--- src/rtl/mii_rmii_tx_bridge.sv ---
module mii_rmii_tx_bridge #(
  parameter int FAST_HALF = 1,
  parameter int SLOW_HALF = 10,
  localparam int CW = $clog2(2 * SLOW_HALF)
) (
  input  logic       ref_clk,
  input  logic       rst_n,
  input  logic       fast_mode,
  output logic       mac_clk_out,
  input  logic       mac_en,
  input  logic       mac_err,
  input  logic [3:0] mac_nib,
  output logic       phy_en,
  output logic [1:0] phy_dibit
);

  logic [CW-1:0] phase;
  logic [CW-1:0] half;
  logic [CW-1:0] last;
  logic          wrap;
  logic [3:0]    held_nib;
  logic          held_en;
  logic          unused_err;

  assign unused_err = mac_err;

  assign half = fast_mode ? CW'(FAST_HALF) : CW'(SLOW_HALF);
  assign last = fast_mode ? CW'(2 * FAST_HALF - 1) : CW'(2 * SLOW_HALF - 1);
  assign wrap = (phase >= last);

  always_ff @(posedge ref_clk) begin
    if (!rst_n) begin
      phase    <= '0;
      held_nib <= '0;
      held_en  <= 1'b0;
    end else begin
      phase <= wrap ? '0 : phase + 1'b1;
      if (wrap) begin
        held_nib <= mac_nib;
        held_en  <= mac_en;
      end
    end
  end

  assign mac_clk_out = (phase < half);
  assign phy_en      = held_en;
  assign phy_dibit   = !held_en      ? 2'b00 :
                       (phase < half) ? held_nib[1:0] : held_nib[3:2];

endmodule


--- config.mk ---
export PLATFORM = sky130hd
export DESIGN_NAME = mii_rmii_tx_bridge
export DESIGN_NICKNAME = d
export VERILOG_FILES = /design/src/rtl/mii_rmii_tx_bridge.sv
export SDC_FILE = /design/constraint.sdc
export NUM_CORES = 1
export LEC_CHECK = 0
export ABC_AREA = 1
export BUFFER_PORTS_ARGS = -buffer_cell sky130_fd_sc_hd__buf_2
export CORE_AREA = 5 5 42 44
export DETAILED_ROUTE_END_ITERATION = 7
export DIE_AREA = 0 0 47 49
export GPL_ROUTABILITY_DRIVEN = 0
export PLACE_DENSITY_LB_ADDON = 0.05
export SLEW_MARGIN = 25
export SYNTH_ARGS = -nofsm -noshare
export SYNTH_HDL_FRONTEND = slang
export SYNTH_SLANG_ARGS = --single-unit
--- constraint.sdc ---
create_clock -name ref_clk -period 4.5 [get_ports ref_clk]
set_input_delay 1.125 -clock ref_clk [delete_from_list [all_inputs] [get_ports ref_clk]]
set_output_delay 1.125 -clock ref_clk [all_outputs]
set_load 0.05 [all_outputs]
# Yosys cells after proc, flatten, opt, wreduce, memory -nomap -nowiden
# Cells that the tools add are included.
word_totals:
  ff_bits: 10
  input_bits: 9
  output_inout_bits: 4
  wordCells: 12
classes:
  addsub: 1
  order_cmp: 2
  mux: 4
  bitwise_logic: 1
  n_reduce_logical: 1
op_table:
  columns: ["op", "count"]
  rows:
  - ["adder 5 x 1 -> 5 bit, second input constant", 1]
  - [">= comparator 5 bit", 1]
  - ["less-than comparator 5 x 4 -> 1 bit", 1]
  - ["2-to-1 mux 5 bit", 1]
  - ["2-to-1 mux 2 bit", 2]
  - ["2-to-1 mux 4 bit", 1]
  - ["OR reduction 2 bit", 1]
  - ["inverter 1 bit", 1]

# Depth between registers and ports, before layout
# Gate-level depths: netlist of run 1.
logic_depth:
  ltp_word: 4
  mapped_depth: 8
  depth_no_buf: 7

# Least setup slack after synthesis of run 1
# No wires, ideal clock.
synth_timing:
  path_type: "in2out"
  start: "input fast_mode"
  end: "output phy_dibit[0]"
  arrival_time_ns: 2.461
  required_ns: 3.375
  path_slack_ns: 0.914
  path_stages: 7
  n_path_buf: 0
  path_cell_list: "ha_1 > inv_1 > nor2_2 > nand3_1 > nand3_1 > nand2_1 > nor2_1"
synth_via:
  elab_chain_cells: 4
synth_rtl:
  columns: ["element", "line_no", "source"]
  rows:
  - ["start: declaration", "8", "input logic fast_mode,"]
  - ["2-to-1 mux 4 bit", "27", "assign half = fast_mode ? CW'(FAST_HALF) : CW'(SLOW_HALF);"]
  - ["less-than comparator 5 x 4 -> 1 bit", "48", "(phase < half) ? held_nib[1:0] : held_nib[3:2];"]
  - ["2-to-1 mux 2 bit", "48", null]
  - ["2-to-1 mux 2 bit", "47", "assign phy_dibit = !held_en ? 2'b00 :"]
  - ["end: declaration", "14", "output logic [1:0] phy_dibit"]
# No other way between the ends.

# Worst setup path in the final report of run 1
layout_timing:
  start: "input fast_mode"
  end: "output phy_dibit[1]"
# Same word-level chain as after synthesis.

==> metrics.txt, run 1 <==
FFs w/ async S/R, synth 0; number of cell rows 14; largest stage delay on the critical path ~270 ps; sequential cell area 200.2 sq um; Initial Utilization 0.4321; total wire length after detailed routing 1.113 mm; drt pass-1 iters 4; worst-skew pair later-pin latency ~260 ps; Tmin final around 3500 ps; critical-path maximum fanout 5; die width 47 um; RSZ-0062 raised after global routing no; vias in the first global route 452; # clock sinks 10; maxcap violations 0; setup_tns 0 ps; CP Launch Point fast_mode; TritonCTS buffer count 3; Fillers about 160; Post-synth EDFFs 0; Hold Path Class reg -> reg; Synth warnings 0; endpoints failing setup 0; Hold Slack ~520 ps; CTS H-tree depth 1; CP Launch Type input pin; Iter 0 DRT Violations 9; Avg WL per Cell a little over 10 um; Netlist cell types 20; final max-slew violation count 0; top cells by count, synth nor2_1 (14), dfxtp_1 (10), inv_1 (10), nand2_1 (9), a21oi_1 (8); Resized cells post-CTS 0; io pins 13; clk_skew between 4 and 5 ps; Tot Pwr 0.0002634 W; count leader, synth nor2_1; Hold-fix buffers, CTS 0; crit-path cells buf_2 -> ha_1 -> inv_1 -> nor2_2 -> nand3_1 -> nand3_1 -> nand2_1 -> nor2_1 -> buf_2; status finished, final reports clean; CP endpoint kind output port; Port-buffer cells 11; area of the multi-input gates ~350 sq um; root buf cell clkbuf_4; PwrDens between 300 and 400 mW/mm^2; reg-to-reg endpoint phase[4]$_SDFF_PP0_; register area share after synthesis 0.3306; post-synthesis cell count 81; Std-Cell Core Area 0.001401 sq mm; Max-slew headroom 0.8157; Worst EP arrival about 2300 ps; Yosys top cell by area dfxtp_1; pin count of the biggest net entering global routing 13; clk slew on worst S/H paths 60 ps; initial antenna violation count 0; CP required ~3400 ps; TritonCTS clock tree done; die area about 0.0023 sq mm; CTS Buffer Depth 2; R2R cell count 5; critical path class in -> out; Static Leak around 0.37 nW; post-route ant nets 0; first-pass GRT wire length approximately 1.9 mm; worst slew pin tran between 200 and 300 ps; synth top area cells dfxtp_1 (33%), nor2_1 (8.7%), ha_1 (8.3%); setup slack, reg-to-reg slightly below 3000 ps; share of cells above drive strength 1 0.2796; GRT overflow 0; Antenna Cells 0; Synthesized Nets 94; ys flop type dfxtp_1; post-synthesis register bit count 10; vias approximately 520; area delta synth->final 13.02%; period utilisation layout 0.7689; Max VDD drop between 0.0002 and 0.00025 V; final hold violations 0; fmax slightly below 300 MHz; setup bufs post-CTS 0; DR vias/cell 4.807; Die Ht 49 um; fin nets 108; Cell Area, Synth slightly above 600 sq um; Avg Cell Area, Syn between 7 and 8 sq um; CP max-delay cell ha_1; worst r2r src phase[4]$_SDFF_PP0_; # DRC 0; top cell type's share of synthesized area 0.3306; end of the critical path phy_dibit[1]; dpl hpwl 860.1 um; global router's overall resource usage 0.1115
worst min path at each step:
stage                     slack, ps  cells after the start             endpoint           startpoint
final                           520                      2  phase[4]$_SDFF_PP0_  phase[4]$_SDFF_PP0_
after global routing            550                      2  phase[4]$_SDFF_PP0_  phase[4]$_SDFF_PP0_
after CTS                       530                      2  phase[4]$_SDFF_PP0_  phase[4]$_SDFF_PP0_
after detailed placement        520                      2  phase[4]$_SDFF_PP0_  phase[4]$_SDFF_PP0_
after global placement          500                      2  phase[4]$_SDFF_PP0_  phase[4]$_SDFF_PP0_
after floorplan                 480                      2  phase[4]$_SDFF_PP0_  phase[4]$_SDFF_PP0_
cells by family after synthesis:
family | count (synthesis) | share of synthesized area
flip-flops | 10 | 0.3306
adder cells (fa/ha/maj) | 4 | 0.08265
XOR/XNOR | 2 | 0.02893
buffers and inverters | 12 | 0.09299
AO/OA/AOI/OAI | 8 | 0.06612
AND/OR/NAND/NOR | 45 | 0.3988
stage by stage:
stage,util,worst slack [ps],std cells,area [sq um]
floorplan,-,913.8,81,605.6
finish,0.4884,1040,109,684.4
global placement,0.4723,1037,106,661.9
CTS,0.4884,1024,109,684.4
detailed placement,0.4723,1024,106,661.9
global route,0.4884,883.0,109,684.4
power breakdown:
group	leakage, nW	internal [W]	total (W)	switching (W)
sequential	0.0818	0.000101	0.000109	0.00000800
clock	0.0138	0.0000308	0.0000606	0.0000298
combinational	0.278	0.0000337	0.0000937	0.0000600
total	0.373	0.000166	0.000263	0.0000978
per-layer routing:
metal / vias to the layer above / track usage / share of wire / wire length, um
li1: 285 / - / - / -
met2: 8 / 0.1516 / 0.46 / 516
met1: 231 / 0.1615 / 0.50 / 551
met4: 0 / 0.05530 / 0 / 0
met5: - / 0 / 0 / 0
met3: 0 / 0.02214 / 0.040 / 45
flip-flops by register name, indices dropped and copies added (netlist names):
register	flops
held_nib	4
phase	5
phy_en	1
layout by cell type, fill, tap and decap left out:
cell,synthesis,layout
nor2_4,1,1
nand3_2,5,5
nand3_1,7,7
nand2_2,2,2
xnor2_1,1,1
clkbuf_4,0,3
or2_4,1,1
nor2_2,2,2
buf_2,0,11
and2_1,1,1
dfxtp_1,10,10
ha_1,4,4
or2_2,1,1
nor2_1,14,14
a21oi_1,8,8
or2_1,1,1
xor2_1,1,1
nand2_1,9,9
nand4_1,1,1
inv_1,10,10
area by class of cell:
| class | instances | share of cell area |
|---|---|---|
| clock buffers | 3 | 0.03291 |
| inverters | 10 | 0.05484 |
| multi-input cells | 59 | 0.5101 |
| flip-flops and latches | 10 | 0.2925 |
| well taps | 16 | 0.02925 |
| repair buffers | 11 | 0.08044 |
critical path, delay by kind of cell:
kind | cells | cell delay (ps)
adders and majority gates | 1 | 270
and+or+nand+nor | 5 | 510
buffers and inverters | 3 | 430
Note: power is estimated with default switching activity, not from simulation.
==> run 2, diff against run 1 <==
--- a/config.mk
+++ b/config.mk
@@ -7,9 +7,9 @@
 export LEC_CHECK = 0
 export ABC_AREA = 1
 export BUFFER_PORTS_ARGS = -buffer_cell sky130_fd_sc_hd__buf_2
-export CORE_AREA = 5 5 42 44
+export CORE_MARGIN = 5
+export CORE_UTILIZATION = 45
 export DETAILED_ROUTE_END_ITERATION = 7
-export DIE_AREA = 0 0 47 49
 export GPL_ROUTABILITY_DRIVEN = 0
 export PLACE_DENSITY_LB_ADDON = 0.05
 export SLEW_MARGIN = 25
==> constraint.sdc (replaced) <==
create_clock -name ref_clk -period 3.1 [get_ports ref_clk]
set_input_delay 0.775 -clock ref_clk [delete_from_list [all_inputs] [get_ports ref_clk]]
set_output_delay 0.775 -clock ref_clk [all_outputs]
set_load 0.05 [all_outputs]
==> metrics.txt, run 2 (synthesis gave the netlist of run 1 again) <==
# clock sinks 10 (unchanged); drt pass-1 iters 4 (unchanged); status finished, final reports clean; PwrDens 591.3 mW/mm^2 (+54%); Worst path top cell family by delay simple AND/OR/NAND/NOR gates; endpoints failing setup 0 (unchanged); GRT overflow 0 (unchanged); most frequent cells in the layout nor2_1 (14), buf_2 (11), inv_1 (10), dfxtp_1 (10), nand2_1 (9); maxcap violations 0 (unchanged); Top reg by flops phase; Die Ht 46.69 um (-4.7%); Std-Cell Core Area 0.001285 sq mm (-8.3%); CP required 2320 ps (-1060 ps); fin nets 108 (unchanged); setup_tns 0 ps (unchanged); CP endpoint kind output port; CTS Buffer Depth 2 (unchanged); final max-slew violation count 0 (unchanged); non-filler cells, final 109 (unchanged); critical path class in -> out; Hold-fix buffers, CTS 0 (unchanged); die width 46.69 um (-0.67%); TritonCTS buffer count 3 (unchanged); period utilisation layout 0.9014; io pins 13 (unchanged); Port-buffer cells 11 (unchanged); Antenna Cells 0 (unchanged); vias 537 (+2.5%); initial antenna violation count 0 (unchanged); crit-path cells buf_2 -> ha_1 -> inv_1 -> nor2_2 -> nand3_1 -> nand3_1 -> nand2_1 -> nor2_1 -> buf_2; Max VDD drop 0.0003498 V (+57%); clk slew on worst S/H paths 70 ps (about the same); Hold Path Class reg -> reg; Worst EP arrival 2020 ps (-320 ps); Initial Utilization 0.4713 (+0.03913); WP buf/inv 3 (unchanged); CTS H-tree depth 1 (unchanged); area delta synth->final 15.08%; worst slew pin tran 282.4 ps (+6.185 ps); fmax approximately 360 MHz; post-route ant nets 0 (unchanged); die area 0.002179 sq mm (-5.4%); TritonCTS clock tree done; worst-skew pair later-pin latency 260 ps (about the same); dpl hpwl 843.2 um (-2.0%); largest stage delay on the critical path 280 ps (about the same); setup bufs post-CTS 0 (unchanged); first-pass GRT wire length 1.842 mm (-3.6%); # DRC 0 (unchanged); number of cell rows 13 (-1); Static Leak 0.3803 nW (+1.9%); clk_skew 3.355 ps (-1.421 ps); Tmin final 2794 ps; commonest non-fill, non-tap cell in the layout nor2_1; total wire length after detailed routing 1.107 mm (-0.54%); share of cells above drive strength 1 0.2872 (+0.007664); Fillers 133 (-18%); Cells after DPL 105 (-0.94%); DR vias/cell 4.927 (+2.5%); Iter 0 DRT Violations 10 (+1); Avg WL per Cell 10.16 um (-0.54%); final hold violations 0 (unchanged); critical-path maximum fanout 5 (unchanged); root buf cell clkbuf_4; CP Launch Type input pin; number of flip-flops in the largest register 5 (unchanged); pin count of the biggest net entering global routing 13 (unchanged); RSZ-0062 raised after global routing no; global router's overall resource usage 0.1199 (+0.008371); CP max-delay cell ha_1; Max-slew headroom 0.8115 (-0.004128); vias in the first global route 453 (+0.22%); Resized cells post-CTS 0 (unchanged)
run 2: changes by cell type in the layout (fill, tap and decap cells not counted), sizes merged:
| cell | delta |
|---|---|
| clkbuf | +1 |
run 2: per-layer routing:
| layer | GRT usage | vias up | share of wire |
|---|---|---|---|
| li1 | - | 285 | - |
| met1 | 0.1551 | 238 | 0.49 |
| met2 | 0.1813 | 12 | 0.44 |
| met3 | 0.03906 | 2 | 0.060 |
| met4 | 0.04972 | 0 | 0.0072 |
| met5 | 0 | - | 0 |
run 2: power breakdown:
part / switching, W / total (W) / leakage, nW / internal [W]
sequential: 0.0000121 / 0.000159 / 0.0818 / 0.000147
clock: 0.0000452 / 0.000116 / 0.0210 / 0.0000712
combinational: 0.0000876 / 0.000137 / 0.278 / 0.0000492
run 2: final cells by class:
| type | count | area [sq um] | area share |
|---|---|---|---|
| repair buffers | 11 | 55.05 | 0.07899 |
| clock buffers | 4 | 36.28 | 0.05206 |
| inverters | 10 | 37.54 | 0.05386 |
| multi-input cells | 59 | 349.1 | 0.5009 |
| well taps | 15 | 18.77 | 0.02693 |
| flip-flops and latches | 10 | 200.2 | 0.2873 |
run 2: metrics by stage:
| stage | worst slack [ps] | instance area, sq um | power (W) | util | hold slack, ps |
|---|---|---|---|---|---|
| 2_1_floorplan | 213.8 | 605.6 | 0.0002759 | - | 477.1 |
| 3_3_place_gp | 327.4 | 660.6 | 0.0002971 | 0.5141 | 499.7 |
| 3_5_place_dp | 291.4 | 660.6 | 0.0002996 | 0.5141 | 518.8 |
| 4_1_cts | 284.5 | 696.9 | 0.0004167 | 0.5424 | 528.5 |
| 5_1_grt | 172.1 | 696.9 | 0.0004400 | 0.5424 | 564.5 |
| 6_report | 305.8 | 696.9 | 0.0004121 | 0.5424 | 537.7 |
run 2: worst paths after layout:
kind | start | end | slack, ps | depth (start not counted)
hold / removal | phase[4]$_SDFF_PP0_ | phase[4]$_SDFF_PP0_ | 540 | 2
setup reg to reg | phase[4]$_SDFF_PP0_ | phase[4]$_SDFF_PP0_ | 1520 | 5
setup / recovery | fast_mode | phy_dibit[1] | 310 | 9
hold reg to reg | phase[4]$_SDFF_PP0_ | phase[4]$_SDFF_PP0_ | 540 | 2
run 2: worst reg2reg max path: stages (launching register included):
cell     delay [ps]
dfxtp_1         400
ha_1            280
or2_4           250
nand2_2         220
nand3_1         210
a21oi_1         150
